**src/rtl/mem_lane_pkg.sv**
```systemverilog
package mem_lane_pkg;

  typedef enum logic [1:0] {
    ACC_BYTE = 2'd0,
    ACC_HALF = 2'd1,
    ACC_FULL = 2'd2,
    ACC_ALT  = 2'd3
  } acc_size_e;

  // Size codes 2 and 3 both mean a full-word access.
  function automatic logic acc_is_full(input acc_size_e sz);
    return sz[1];
  endfunction

  function automatic logic acc_is_half(input acc_size_e sz);
    return sz == ACC_HALF;
  endfunction

  function automatic logic acc_is_byte(input acc_size_e sz);
    return sz == ACC_BYTE;
  endfunction

endpackage

```
**src/rtl/mlu_align_chk.sv**
```systemverilog
module mlu_align_chk
  import mem_lane_pkg::*;
#(
  parameter int OFF_W = 2
) (
  input  acc_size_e        size_i,
  input  logic [OFF_W-1:0] addr_lo_i,
  output logic             misalign_o
);

  // Offset bits that must be zero for a naturally aligned access.
  function automatic logic [OFF_W-1:0] align_mask(input acc_size_e sz);
    if (acc_is_byte(sz))      return '0;
    else if (acc_is_half(sz)) return OFF_W'(1);
    else                      return '1;
  endfunction

  logic [OFF_W-1:0] stray_bits;

  assign stray_bits = addr_lo_i & align_mask(size_i);
  assign misalign_o = |stray_bits;

  always_comb begin

    if (acc_is_byte(size_i) || addr_lo_i == '0)
      no_byte_misalign_chk: assert (!misalign_o);
  end

endmodule

```
**src/rtl/mlu_load_extract.sv**
```systemverilog
module mlu_load_extract
  import mem_lane_pkg::*;
#(
  parameter int DATA_W = 32
) (
  input  acc_size_e                       size_i,
  input  logic                            unsigned_i,
  input  logic [$clog2(DATA_W/8)-1:0]     addr_lo_i,
  input  logic                            misalign_i,
  input  logic [DATA_W-1:0]               rdata_i,
  output logic [DATA_W-1:0]               load_o
);

  localparam int LANES  = DATA_W / 8;
  localparam int HALVES = LANES / 2;
  localparam int OFF_W  = $clog2(LANES);
  localparam int HIDX_W = OFF_W - 1;

  function automatic logic [DATA_W-1:0] widen8(input logic [7:0] v, input logic uns);
    return {{(DATA_W-8){~uns & v[7]}}, v};
  endfunction

  function automatic logic [DATA_W-1:0] widen16(input logic [15:0] v, input logic uns);
    return {{(DATA_W-16){~uns & v[15]}}, v};
  endfunction

  logic [7:0]  byte_lane [LANES];
  logic [15:0] half_lane [HALVES];
  logic [7:0]  picked_byte;
  logic [15:0] picked_half;
  logic [HIDX_W-1:0] half_idx;

  for (genvar g = 0; g < LANES; g++) begin : g_byte
    assign byte_lane[g] = rdata_i[8*g +: 8];
  end

  for (genvar g = 0; g < HALVES; g++) begin : g_half
    assign half_lane[g] = rdata_i[16*g +: 16];
  end

  assign half_idx    = addr_lo_i[OFF_W-1:1];
  assign picked_byte = byte_lane[addr_lo_i];
  assign picked_half = half_lane[half_idx];

  always_comb begin
    if (misalign_i)               load_o = '0;
    else if (acc_is_full(size_i)) load_o = rdata_i;
    else if (acc_is_half(size_i)) load_o = widen16(picked_half, unsigned_i);
    else                          load_o = widen8(picked_byte, unsigned_i);
  end

  always_comb begin

    if (acc_is_full(size_i) && !misalign_i)
      full_pass_chk: assert (load_o == rdata_i);

    if (acc_is_half(size_i) && !misalign_i && !unsigned_i)
      half_sext_chk: assert (load_o[DATA_W-1:16] == {(DATA_W-16){load_o[15]}});

    if (acc_is_byte(size_i) && unsigned_i)
      byte_zext_chk: assert (load_o[DATA_W-1:8] == '0);
  end

endmodule

```
**src/rtl/mlu_store_steer.sv**
```systemverilog
module mlu_store_steer
  import mem_lane_pkg::*;
#(
  parameter int DATA_W = 32
) (
  input  acc_size_e                       size_i,
  input  logic [$clog2(DATA_W/8)-1:0]     addr_lo_i,
  input  logic                            misalign_i,
  input  logic [DATA_W-1:0]               store_src_i,
  output logic [DATA_W-1:0]               wdata_o,
  output logic [DATA_W/8-1:0]             byte_en_o
);

  localparam int LANES  = DATA_W / 8;
  localparam int HALVES = LANES / 2;
  localparam int OFF_W  = $clog2(LANES);
  localparam int HIDX_W = OFF_W - 1;

  logic [DATA_W-1:0] rep_byte;
  logic [DATA_W-1:0] rep_half;
  logic [LANES-1:0]  lane_hit;

  for (genvar g = 0; g < LANES; g++) begin : g_rep_b
    assign rep_byte[8*g +: 8] = store_src_i[7:0];
  end

  for (genvar g = 0; g < HALVES; g++) begin : g_rep_h
    assign rep_half[16*g +: 16] = store_src_i[15:0];
  end

  for (genvar g = 0; g < LANES; g++) begin : g_en
    assign lane_hit[g] = !misalign_i &&
      (acc_is_full(size_i) ||
       (acc_is_half(size_i) && addr_lo_i[OFF_W-1:1] == HIDX_W'(g / 2)) ||
       (acc_is_byte(size_i) && addr_lo_i == OFF_W'(g)));
  end

  assign byte_en_o = lane_hit;

  always_comb begin
    if (acc_is_full(size_i))      wdata_o = store_src_i;
    else if (acc_is_half(size_i)) wdata_o = rep_half;
    else                          wdata_o = rep_byte;
  end

  always_comb begin

    if (misalign_i)
      no_write_misalign_chk: assert (byte_en_o == '0);

    if (acc_is_byte(size_i))
      byte_onehot_chk: assert ($onehot(byte_en_o));

    if (acc_is_half(size_i) && !misalign_i)
      half_pair_chk: assert ($countones(byte_en_o) == 2);
  end

endmodule

```
**src/rtl/mem_lane_unit.sv**
```systemverilog
module mem_lane_unit
  import mem_lane_pkg::*;
#(
  parameter int DATA_W = 32,
  localparam int LANES = DATA_W / 8,
  localparam int OFF_W = $clog2(LANES)
) (
  input  logic [1:0]        size_i,
  input  logic              unsigned_i,
  input  logic [OFF_W-1:0]  addr_lo_i,
  input  logic [DATA_W-1:0] rdata_i,
  input  logic [DATA_W-1:0] store_src_i,
  output logic [DATA_W-1:0] load_o,
  output logic [DATA_W-1:0] wdata_o,
  output logic [LANES-1:0]  byte_en_o,
  output logic              misalign_o
);

  acc_size_e acc_size;
  logic      access_bad;

  assign acc_size = acc_size_e'(size_i);

  mlu_align_chk #(.OFF_W(OFF_W)) i_align (
    .size_i     (acc_size),
    .addr_lo_i  (addr_lo_i),
    .misalign_o (access_bad)
  );

  mlu_load_extract #(.DATA_W(DATA_W)) i_load (
    .size_i     (acc_size),
    .unsigned_i (unsigned_i),
    .addr_lo_i  (addr_lo_i),
    .misalign_i (access_bad),
    .rdata_i    (rdata_i),
    .load_o     (load_o)
  );

  mlu_store_steer #(.DATA_W(DATA_W)) i_store (
    .size_i      (acc_size),
    .addr_lo_i   (addr_lo_i),
    .misalign_i  (access_bad),
    .store_src_i (store_src_i),
    .wdata_o     (wdata_o),
    .byte_en_o   (byte_en_o)
  );

  assign misalign_o = access_bad;

  always_comb begin

    if (access_bad)
      zero_load_misalign_chk: assert (load_o == '0);
  end

endmodule

```
**config.mk**
```make
export PLATFORM = sky130hd
export DESIGN_NAME = mem_lane_unit
export DESIGN_NICKNAME = d
export VERILOG_FILES = /design/src/rtl/mem_lane_pkg.sv /design/src/rtl/mlu_align_chk.sv /design/src/rtl/mlu_load_extract.sv /design/src/rtl/mlu_store_steer.sv /design/src/rtl/mem_lane_unit.sv
export SDC_FILE = /design/constraint.sdc
export NUM_CORES = 1
export LEC_CHECK = 0
export CORE_ASPECT_RATIO = 1.5
export CORE_MARGIN = 5
export CORE_UTILIZATION = 32
export DETAILED_ROUTE_END_ITERATION = 8
export GPL_ROUTABILITY_DRIVEN = 0
export GPL_TIMING_DRIVEN = 0
export PLACE_DENSITY = 0.9
export SYNTH_ARGS = -nofsm -noshare
export SYNTH_HDL_FRONTEND = slang
export SYNTH_SLANG_ARGS = --single-unit
```
**constraint.sdc**
```tcl
create_clock -name vclk -period 4.11
set_input_delay 1.0275 -clock vclk [all_inputs]
set_output_delay 1.0275 -clock vclk [all_outputs]
set_load 0.01 [all_outputs]
```
# Yosys cells after proc, flatten, opt, wreduce, memory -nomap -nowiden
# Cells that the tools add are included.
# op_classes
reduce_logical,20
muxes,13
n_eq_ne,4
n_bitwise,7
magnitude_cmp,2
# ops
cell,count
32-bit two-way mux,5
16-bit two-way mux,3
8-bit binary-select mux with 2-bit select,1
8-bit two-way mux,2
1-bit logical AND,10
1-bit logical OR,6
2-bit by 1-bit == test with 1-bit output (second input constant),2
2-bit == test (second input constant),2
2-bit zero test,2
2-bit two-way mux,2
3-bit greater-or-equal comparator (second input constant),1
2-bit NOT with 3-bit output,1
1-bit bitwise AND,2
2-bit bitwise AND,1
2-bit greater-or-equal comparator (second input constant),1
1-bit NOT,2
1-bit NOT with 2-bit output,1
2-bit OR reduction,1
1-bit zero test,1
# word_totals
out_inout_bits,69
inputBits,69
regBits,0
elab_cells,46

# Logic depth before layout (Yosys ltp)
# depth
ltp_word,8
ltp_mapped,6
depth_no_buf,3

# Cells and area by module
# Synthesis repeated with hierarchy kept, for this count alone.
# hier_totals
cells_unflattened,196
area_unflattened_um2,1318.8
# by_module_without_submodules
mod,area_per_inst_um2,cells_each,seq_area_each_um2,instances
mlu_load_extract,805.8,129,0.0,1
mlu_store_steer,500.5,64,0.0,1
mlu_align_chk,12.5,3,0.0,1

# Least setup slack after synthesis
# Ideal clock, no wire load.
# synth_path
kind,in2out
startpoint,in addr_lo_i[0]
endpoint,out load_o[21]
n_path_buf,2
t_required_ns,3.083
arrival_time_ns,2.098
slack_ns,0.984
path_stages,5
path_cell_list,buf_4 > nor2_1 > mux2_2 > clkbuf_2 > o21ai_0
# synth_via
elab_chain_len,8
elab_cells_between_ends,10
classes_between,mux (6); bitwise (3); reduce/logical (1)
# synth_lines
item,line_no,rtl
from (decl),mem_lane_unit.sv:10,"input logic [OFF_W-1:0] addr_lo_i,"
2-bit NOT with 3-bit output (not written as such),mlu_load_extract.sv:42,assign picked_byte = byte_lane[addr_lo_i];
8-bit binary-select mux with 2-bit select,mlu_load_extract.sv:42,
8-bit two-way mux (not written as such) (2 in series),mlu_load_extract.sv:42,
1-bit bitwise AND,mlu_load_extract.sv:20,"return {{(DATA_W-8){~uns & v[7]}}, v};"
32-bit two-way mux,mlu_load_extract.sv:48,"else if (acc_is_half(size_i)) load_o = widen16(picked_half, unsigned_i);"
32-bit two-way mux,mlu_load_extract.sv:47,else if (acc_is_full(size_i)) load_o = rdata_i;
32-bit two-way mux (*),mlu_load_extract.sv:46,if (misalign_i) load_o = '0;
to (decl),mem_lane_unit.sv:13,"output logic [DATA_W-1:0] load_o,"
# Every way passes the cells marked *; elsewhere a longest branch is shown, timed or not. The select of a mux whose other input is x is not followed.

# Worst setup path in the final report
# layout_path
startpoint,in size_i[0]
endpoint,out wdata_o[9]
# layout_via
elab_chain_len,3
# layout_lines
item,line_no,rtl
from (decl),mem_lane_unit.sv:8,"input logic [1:0] size_i,"
2-bit by 1-bit == test with 1-bit output,mem_lane_pkg.sv:16,return sz == ACC_HALF;
32-bit two-way mux,mlu_store_steer.sv:42,else if (acc_is_half(size_i)) wdata_o = rep_half;
32-bit two-way mux,mlu_store_steer.sv:41,if (acc_is_full(size_i)) wdata_o = store_src_i;
to (decl),mem_lane_unit.sv:14,"output logic [DATA_W-1:0] wdata_o,"
# No other way between the ends.

==> flow_summary.ini <==
[global_routing]
grt_pass1_wl_mm = 9.72
track_usage = 0.230
grt_max_degree = 11
globalRouteOverflowTotal = 0
grt_pass1_vias = 2022
antenna_found_initial = 0

[placement]
place_hpwl_mm = 5.33
dpl_cell_area_mm2 = 0.00269
port_buffers = 135
dp.cells = 368

[pwr]
p_leak_uw = 0.00109
p_seq_frac = 0
powerDensity_mw_per_mm2 = 123
p_total_uw = 332
swShare = 0.405
p_sw_uw = 134
pwr-share-comb = 1.000
pwr-share-clk = 0
ir_drop_v = 0.0000791
internal_power_uw = 198

[final_layout]
clkbuf_count = 0
multi_input_area_mm2 = 0.00110
drive_above_1_share = 0.183
num_antenna_cells = 0
seq_cells = 0
nNetsFinal = 394
final_cells = 368
n_fill_cell = 316
regArea_um2 = 0
syn2layout_area_growth_pct = 111
stdcell_area_mm2 = 0.00271

[hold_path]
hold_path.class = primary input to primary output

[timing]
slew_violations = 0
rsz0062_at_grt = no
setup_tns_ps = 0
setup_violations = 0
worst_pin_slew_ps = 465
hold_violations = 0
slew_headroom = 0.690
timing.fmax_ghz = 0.247
period_share = 0.987
layout_min_cycle_time_ps = 4060

[floorplanning]
chipHeight_um = 87.5
floorplan.initialDensity = 0.327
rows = 28
core_mm2 = 0.00392
dieArea_mm2 = 0.00540
io-pin-count = 138
die_width_um = 61.7

[drt]
wl_per_cell_um = 17.5
viasPerCell = 5.24
vias = 1927
antenna_left = 0
drt_iter0_markers = 93
drc_errors = 0
routed_wl_mm = 6.44
drt-pass1-iter-count = 6

[cts]
hold_buffers = 0
cts_setup_buffers = 0
cts_resized = 0

[logic_synthesis]
yosys-top-cells-area = mux2_2 (21%), o21ai_0 (12%), nand2_1 (9.7%)
ys_warn_count = 0
yosysUniqueCellTypes = 29
netlist_area_mm2 = 0.00128
syn_area_per_cell_um2 = 6.82
synth_top_area_share = 0.211
yosysMostFrequentCell = nand2_1
synth-seq-area-share = 0
syn_nets = 257
synth_top_area_cell = mux2_2
synth_common_cells = nand2_1 (33), o21ai_0 (30), mux2_2 (24), buf_4 (12)
synthCells = 188

[worst_setup_path]
crit_path_end_kind = primary output
critPathKind = primary input to primary output
crit_arrival_ps = 3030
critPathMaxFanout = 10
crit_required_ps = 3080
cp-start-kind = primary input

[job]
drv_cap = 0

[status]
status = complete, no violations
-- layout by cell type (no fill, tap or decap), types with 5 or more instances in the layout --
cell type,n
a21o_1,8
a21oi_1,9
a22oi_1,7
buf_2,6
buf_4,13
clkbuf_1,6
clkdlybuf4s50_1,132
mux2_2,24
mux2i_1,10
nand2_1,32
nand3b_1,8
nor2_1,5
o21ai_0,28
or3b_2,7
-- final cells by class --
| class | count | area share |
|---|---|---|
| repair buffers | 135 | 0.502 |
| multi-input cells | 158 | 0.408 |
| plain buffers | 28 | 0.0665 |
| well taps | 45 | 0.0208 |
| inverters | 2 | 0.00277 |
-- final timing paths --
kind	startpoint	end	slack, ps	depth (start not counted)
max	size_i[0]	wdata_o[9]	50	6
min	addr_lo_i[0]	load_o[21]	2600	5
-- logic make-up after synthesis --
logic type | Yosys count | share of synthesized area
xor gates and xnor gates | 3 | 0.0205
and+or+nand+nor | 61 | 0.256
buffers and inverters | 30 | 0.143
muxes | 35 | 0.306
AOI/OAI and AO/OA | 59 | 0.274
-- per-stage QoR --
step                utilization  hold WS [ps]  worst slack, ps
finish                    0.690          2600             53.7
global route              0.690          2670            0.124
CTS                       0.686          2890             7.63
detailed placement        0.686          2880             3.02
global placement          0.686          2880             24.4
floorplan                     -          2150              984
-- critical path, stage by stage --
cell and delay [ps]:
clkdlybuf4s50_1 450, buf_4 220, nor2_1 230, buf_4 250
mux2_2 350, clkdlybuf4s50_1 510
-- per-layer routing --
metal,routed length [µm],vias to the layer above,track usage,share of wire
met5,0,-,0,0
met4,87,0,0.0270,0.014
met3,500,8,0.0516,0.078
met1,2260,902,0.255,0.35
li1,-,933,-,-
met2,3590,84,0.440,0.56
-- power groups by stage --
| stage | logic, µW | registers [µW] | clock network (µW) |
|---|---|---|---|
| finish | 332 | 0 | 0 |
| global route | 354 | 0 | 0 |
| CTS | 331 | 0 | 0 |
| detailed placement | 330 | 0 | 0 |
| global placement | 325 | 0 | 0 |
| floorplan | 135 | 0 | 0 |
Power figures use the tool's default switching activity.
